--- src/rtl/spi3_pkg.sv ---
package spi3_pkg;

  // Events derived from the synchronized serial inputs, one system clock wide.
  typedef struct packed {
    logic sclk_rise;
    logic sclk_fall;
    logic sel;
    logic sel_start;
  } spi3_evt_t;

endpackage

--- src/rtl/spi3_sync.sv ---
module spi3_sync #(
  parameter int   STAGES  = 2,
  parameter logic RST_VAL = 1'b0
) (
  input  logic clk,
  input  logic rst_n,
  input  logic d,
  output logic q
);
  logic [STAGES-1:0] ff;

  always_ff @(posedge clk or negedge rst_n) begin
    if (!rst_n) ff <= {STAGES{RST_VAL}};
    else        ff <= {ff[STAGES-2:0], d};
  end

  assign q = ff[STAGES-1];
endmodule

--- src/rtl/spi3_edge.sv ---
module spi3_edge
  import spi3_pkg::*;
(
  input  logic      clk,
  input  logic      rst_n,
  input  logic      sclk_s,
  input  logic      csn_s,
  output spi3_evt_t evt
);
  logic sclk_d;
  logic sel_d;
  logic sel;

  assign sel = ~csn_s;

  always_ff @(posedge clk or negedge rst_n) begin
    if (!rst_n) begin
      sclk_d <= 1'b1;
      sel_d  <= 1'b0;
    end else begin
      sclk_d <= sclk_s;
      sel_d  <= sel;
    end
  end

  assign evt.sel       = sel;
  assign evt.sel_start = sel & ~sel_d;
  assign evt.sclk_rise = sel & sclk_s & ~sclk_d;
  assign evt.sclk_fall = sel & ~sclk_s & sclk_d;
endmodule

--- src/rtl/spi3_shift.sv ---
module spi3_shift
  import spi3_pkg::*;
#(
  parameter int            DW        = 8,
  parameter logic [DW-1:0] IDLE_FILL = '0
) (
  input  logic          clk,
  input  logic          rst_n,
  input  spi3_evt_t     evt,
  input  logic          mosi_s,
  input  logic [DW-1:0] tx_data,
  input  logic          tx_load,
  output logic          miso,
  output logic [DW-1:0] rx_data,
  output logic          rx_valid,
  output logic          byte_done
);
  localparam int CW = (DW > 2) ? $clog2(DW) : 1;
  localparam logic [CW-1:0] LAST_BIT = CW'(DW - 1);

  logic [CW-1:0] bit_cnt;
  logic [DW-1:0] rx_sr;
  logic [DW-1:0] tx_sr;
  logic [DW-1:0] pend;
  logic          pend_vld;
  logic [DW-1:0] next_tx;
  logic [DW-1:0] rx_next;
  logic          reload;

  function automatic logic [DW-1:0] shift_in(input logic [DW-1:0] sr, input logic b);
    return {sr[DW-2:0], b};
  endfunction

  function automatic logic [DW-1:0] pick_next(input logic ld, input logic [DW-1:0] din,
                                              input logic pv, input logic [DW-1:0] pd);
    if (ld)      return din;
    else if (pv) return pd;
    else         return IDLE_FILL;
  endfunction

  assign rx_next   = shift_in(rx_sr, mosi_s);
  assign next_tx   = pick_next(tx_load, tx_data, pend_vld, pend);
  assign byte_done = evt.sel && !evt.sel_start && evt.sclk_rise && (bit_cnt == LAST_BIT);
  assign reload    = evt.sel_start || byte_done;
  assign miso      = tx_sr[DW-1];

  // Pending transmit byte: a reload consumes it, otherwise a load replaces it.
  always_ff @(posedge clk or negedge rst_n) begin
    if (!rst_n) begin
      pend     <= '0;
      pend_vld <= 1'b0;
    end else if (reload) begin
      pend_vld <= 1'b0;
    end else if (tx_load) begin
      pend     <= tx_data;
      pend_vld <= 1'b1;
    end
  end

  always_ff @(posedge clk or negedge rst_n) begin
    if (!rst_n) begin
      bit_cnt  <= '0;
      rx_sr    <= '0;
      tx_sr    <= '0;
      rx_data  <= '0;
      rx_valid <= 1'b0;
    end else begin
      rx_valid <= 1'b0;
      if (!evt.sel) begin
        bit_cnt <= '0;
        rx_sr   <= '0;
      end else if (evt.sel_start) begin
        bit_cnt <= '0;
        tx_sr   <= next_tx;
      end else if (evt.sclk_rise) begin
        rx_sr <= rx_next;
        if (bit_cnt == LAST_BIT) begin
          bit_cnt  <= '0;
          rx_data  <= rx_next;
          rx_valid <= 1'b1;
          tx_sr    <= next_tx;
        end else begin
          bit_cnt <= bit_cnt + 1'b1;
        end
      end else if (evt.sclk_fall && bit_cnt != '0) begin
        tx_sr <= {tx_sr[DW-2:0], 1'b0};
      end
    end
  end

  // an inactive select leaves the bit counter at zero.
  assert_count_clear_R7: assert property (@(posedge clk) disable iff (!rst_n)
    !evt.sel |=> bit_cnt == '0);

  // the valid strobe lasts a single clock.
  assert_valid_pulse_R4: assert property (@(posedge clk) disable iff (!rst_n)
    rx_valid |=> !rx_valid);

  // a strobe only follows the last rising edge of a byte.
  assert_valid_on_rise_R4: assert property (@(posedge clk) disable iff (!rst_n)
    rx_valid |-> $past(evt.sclk_rise && bit_cnt == LAST_BIT));

  // a boundary with nothing loaded picks up the idle fill.
  assert_fill_R6: assert property (@(posedge clk) disable iff (!rst_n)
    (byte_done && !pend_vld && !tx_load) |=> tx_sr == IDLE_FILL);

  // the outgoing bit only changes on a falling edge or a reload.
  assert_miso_stable_R3: assert property (@(posedge clk) disable iff (!rst_n)
    (evt.sel && $past(evt.sel) && !$past(evt.sclk_fall) && !$past(reload))
      |-> $stable(miso));
endmodule

--- src/rtl/spi3_slave.sv ---
module spi3_slave
  import spi3_pkg::*;
#(
  parameter int            DW          = 8,
  parameter int            SYNC_STAGES = 2,
  parameter logic [DW-1:0] IDLE_FILL   = '0
) (
  input  logic          clk,
  input  logic          rst_n,
  input  logic          sclk_i,
  input  logic          mosi_i,
  input  logic          csn_i,
  output logic          miso_o,
  output logic          miso_oe_o,
  input  logic [DW-1:0] tx_data_i,
  input  logic          tx_load_i,
  output logic [DW-1:0] rx_data_o,
  output logic          rx_valid_o
);
  localparam int NSYNC = 3;
  // Reset levels per line: index 0 serial clock (idle high), 1 MOSI, 2 select (inactive high).
  localparam logic [NSYNC-1:0] SYNC_RST = 3'b101;

  logic [NSYNC-1:0] raw_in;
  logic [NSYNC-1:0] sync_out;
  spi3_evt_t        evt;
  logic             byte_done;

  assign raw_in = {csn_i, mosi_i, sclk_i};

  for (genvar g = 0; g < NSYNC; g++) begin : g_sync
    spi3_sync #(.STAGES(SYNC_STAGES), .RST_VAL(SYNC_RST[g])) u_sync (
      .clk  (clk),
      .rst_n(rst_n),
      .d    (raw_in[g]),
      .q    (sync_out[g])
    );
  end

  spi3_edge u_edge (
    .clk   (clk),
    .rst_n (rst_n),
    .sclk_s(sync_out[0]),
    .csn_s (sync_out[2]),
    .evt   (evt)
  );

  spi3_shift #(.DW(DW), .IDLE_FILL(IDLE_FILL)) u_shift (
    .clk      (clk),
    .rst_n    (rst_n),
    .evt      (evt),
    .mosi_s   (sync_out[1]),
    .tx_data  (tx_data_i),
    .tx_load  (tx_load_i),
    .miso     (miso_o),
    .rx_data  (rx_data_o),
    .rx_valid (rx_valid_o),
    .byte_done(byte_done)
  );

  always_ff @(posedge clk or negedge rst_n) begin
    if (!rst_n) miso_oe_o <= 1'b0;
    else        miso_oe_o <= evt.sel;
  end

  // the enable only rises one clock after a select start.
  assert_oe_rise_R1: assert property (@(posedge clk) disable iff (!rst_n)
    $rose(miso_oe_o) |-> $past(evt.sel_start));

  // the enable drops one clock after select is released.
  assert_oe_release_R1: assert property (@(posedge clk) disable iff (!rst_n)
    $fell(evt.sel) |=> !miso_oe_o);

  // a completed byte is followed by a strobe in the next clock.
  assert_done_strobe_R5: assert property (@(posedge clk) disable iff (!rst_n)
    byte_done |=> rx_valid_o);
endmodule

--- config.mk ---
export PLATFORM = sky130hd
export DESIGN_NAME = spi3_slave
export DESIGN_NICKNAME = d
export VERILOG_FILES = /design/src/rtl/spi3_pkg.sv /design/src/rtl/spi3_sync.sv /design/src/rtl/spi3_edge.sv /design/src/rtl/spi3_shift.sv /design/src/rtl/spi3_slave.sv
export SDC_FILE = /design/constraint.sdc
export NUM_CORES = 1
export LEC_CHECK = 0
export CORE_ASPECT_RATIO = 0.75
export CORE_MARGIN = 10
export CORE_UTILIZATION = 30
export CTS_BUF_LIST = sky130_fd_sc_hd__clkbuf_8
export DETAILED_ROUTE_END_ITERATION = 10
export MAX_ROUTING_LAYER = met4
export RECOVER_POWER = 50
export SLEW_MARGIN = 20
export SYNTH_ARGS = -nofsm -noshare
export SYNTH_HDL_FRONTEND = slang
export SYNTH_SLANG_ARGS = --single-unit
--- constraint.sdc ---
create_clock -name clk -period 1.99 [get_ports clk]
set_input_delay 0.2985 -clock clk [delete_from_list [all_inputs] [get_ports clk]]
set_output_delay 0.2985 -clock clk [all_outputs]
set_load 0.05 [all_outputs]
==> impl_metrics.py <==
metrics = {
    "floorplanning": {
        "die_h_um": 89.7,
        "die_w_um": 113,
        "die-area_um2": 10100,
        "start_util": 0.309,
        "rows": 25,
        "ios": 25,
        "core_area_um2": 6290,
    },
    "critical_path": {
        "r2r-start": "u_shift.bit_cnt[0]",
        "critPathLaunchType": "flop",
        "cp_max_fo": 8,
        "worst_path_most_repeated_cell": "ha_1",
        "critPathLaunch": "u_shift.bit_cnt[0]",
        "crit_end": "u_shift.pend[1]",
        "path_delay_family": "flip-flops",
        "r2r-end": "u_shift.pend[1]",
        "cp_slowest_cell": "dfrtp_1",
        "worstSetupEndpointType": "flop",
        "required_ps": 2160,
        "critical_path_depth": 7,
        "slowest_delay_ps": 390,
        "crit_type": "reg -> reg",
        "path_cells": "ha_1 > ha_1 > nand3b_4 > a21oi_4 > nand2b_1 > buf_12 > mux2_4",
        "worstPathArrival_ps": 2000,
        "rr_worst_depth": 7,
        "timing.reg2reg.setup_slack_ps": 160,
        "worst-path-buf-inv": 1,
    },
    "detailed_routing": {
        "via_count": 1167,
        "drc": 0,
        "vias_per_cell": 4.40,
        "wl_per_cell_um": 13.4,
        "dr.pass1.iters": 4,
        "drt-initial-drc-count": 47,
        "ant_nets": 0,
        "wl_mm": 3.54,
    },
    "synth": {
        "yosysWarningCount": 0,
        "syn_nets": 167,
        "syn_avg_cell_area_um2": 12.9,
        "netlist_instances": 150,
        "synth_compound_area_frac": 0.0870,
        "synthMuxAreaShare": 0.188,
        "synth_xor_area_frac": 0,
        "synth_simple_gate_area_frac": 0.0935,
        "syn-cell-area_um2": 1940,
        "synth_fa_ha_area_frac": 0.0193,
        "synth_seq_cells": 44,
        "synth_top_family_by_area": "multiplexers",
        "yosysUniqueCellTypes": 26,
        "ys_seq_area_frac": 0.571,
    },
    "job": {
        "cap_violations": 1,
    },
    "clock_network": {
        "cts_setup_buffers": 0,
        "clock_sinks": 44,
        "h-tree-depth": 2,
        "cts_tree": "done",
        "clock_latency_ps": 290,
        "hold_buffers": 0,
        "cts_buffers": 5,
        "post_cts_resized": 0,
        "cts_root_buf": "clkbuf_8",
        "path_clk_slew_ps": 80,
        "cts_buffer_depth": 2,
    },
    "sta": {
        "setup_tns_ps": 0,
        "hold_violations": 0,
        "rsz0062_at_grt": "false",
        "slew_headroom": 0.00312,
        "fin_skew_ps": 7.28,
        "tightest_slew_ps": 1500,
        "max_freq_mhz": 547,
        "setup_viol": 0,
        "slew_viol_final": 0,
        "final.min_clock_period_ps": 1830,
        "min_period_over_period": 0.919,
    },
    "finish": {
        "drive_above_1_share": 0.217,
        "fillers": 614,
        "final_cell_mix": "39 x dfrtp_1, 19 x clkdlybuf4s50_1, 15 x nand2_1, 14 x mux2i_1, 11 x inv_1",
        "final_common_cell": "dfrtp_1",
        "finalInstanceArea_um2": 2400,
        "area_growth_pct": 23.5,
        "fin_util": 0.381,
        "antennaDiodeCount": 0,
        "fin_nets": 200,
    },
    "placed_design": {
        "gp_congestion": 0.715,
        "place_area_um2": 2300,
        "io_buffers": 24,
        "place_hpwl_mm": 2.60,
    },
    "run_status": {
        "status": "complete, but fails checks",
        "violations": "capacitance limit",
    },
    "global_route": {
        "antenna_found_initial": 0,
        "grt_usage": 0.0752,
        "grt_pass1_wl_mm": 5.94,
        "grt_overflow_total": 0,
        "grt_pass1_vias": 1155,
        "grt_max_degree": 30,
    },
    "worst_hold_path": {
        "hold_path.class": "reg -> reg",
    },
    "power": {
        "powerDensity_nw_per_um2": 804,
        "power.leakage_nw": 1.11,
        "peakVddDrop_uv": 303,
    },
}
per-layer routing:
layer | GRT usage | vias to the layer above | part of all wire
li1 | - | 579 | -
met1 | 0.102 | 569 | 0.52
met2 | 0.0986 | 17 | 0.42
met3 | 0.0246 | 2 | 0.041
met4 | 0.0310 | 0 | 0.012
met5 | - | - | 0
state kept, by name (all words and copies together) (netlist names):
register and flops:
u_shift.pend_vld 1, u_edge.sel_d 1, u_shift.bit_cnt 3, u_shift.rx_data 8, u_shift.rx_sr 7, g_sync.u_sync.ff 6, u_shift.rx_valid 1, u_edge.sclk_d 1
u_shift.pend 8, u_shift.tx_sr 8
worst min path at each step:
stage          slack [ps]                    from  cells past startpoint                endpoint
2_1_floorplan           3                   rst_n                      0  g_sync[1].u_sync.ff[0]
3_3_place_gp          330  g_sync[1].u_sync.ff[0]                      0  g_sync[1].u_sync.ff[1]
3_5_place_dp          340  g_sync[1].u_sync.ff[0]                      0  g_sync[1].u_sync.ff[1]
4_1_cts                40                   rst_n                      1      u_shift.rx_data[0]
5_1_grt               360  g_sync[2].u_sync.ff[0]                      0  g_sync[2].u_sync.ff[1]
6_report              350  g_sync[2].u_sync.ff[0]                      0  g_sync[2].u_sync.ff[1]
where the power goes:
group | switching [mW] | internal [mW] | leakage, nW | total (mW)
clock network | 0.286 | 0.312 | 0.0557 | 0.598
registers | 0.0505 | 0.981 | 0.558 | 1.03
logic | 0.149 | 0.149 | 0.499 | 0.298
total | 0.485 | 1.44 | 1.11 | 1.93
stage by stage:
step / power [mW] / hold slack, ps / setup slack [ps] / std cells
floorplan: 1.24 / 2.91 / 236 / 150
global placement: 1.35 / 332 / 220 / 257
detailed placement: 1.36 / 337 / 182 / 257
CTS: 1.97 / 45.0 / 161 / 265
global route: 2.04 / 361 / 43.7 / 265
finish: 1.93 / 353 / 160 / 265
cell usage after synthesis:
library cell,instances,area [um2]
dfrtp_1,39,976
nand2_1,15,56.3
mux2i_1,14,140
a21oi_1,10,50.1
inv_1,10,37.5
mux2_4,9,135
mux2_2,8,90.1
nand3_1,7,35.0
a22o_1,6,52.6
dfstp_2,5,131
nor2_1,4,15.0
ha_1,3,37.5
nand2b_1,3,18.8
a21oi_4,2,32.5
buf_6,2,22.5
clkbuf_1,2,7.51
nor2b_1,2,12.5
a22oi_1,1,7.51
a31oi_4,1,21.3
and2b_1,1,7.51
buf_2,1,5.00
buf_4,1,7.51
nand3b_4,1,20.0
nor2_4,1,11.3
nor3_1,1,5.00
o21ai_0,1,5.00
final cells by class:
class | count | area [um2] | share of cell area
sequential | 44 | 1110 | 0.462
clock buffer | 7 | 96.3 | 0.0402
clock inverter | 1 | 3.75 | 0.00157
tap | 81 | 101 | 0.0423
timing repair buffer | 32 | 297 | 0.124
inverter | 10 | 37.5 | 0.0157
multi-input combinational | 90 | 753 | 0.314
logic make-up after synthesis:
family                   Yosys count
AO/OA/AOI/OAI                     21
adder cells (fa/ha/maj)            3
buffers and inverters             16
flip-flops                        44
multiplexers                      31
AND/OR/NAND/NOR                   35
No activity file was read; power rests on OpenSTA's default activity.
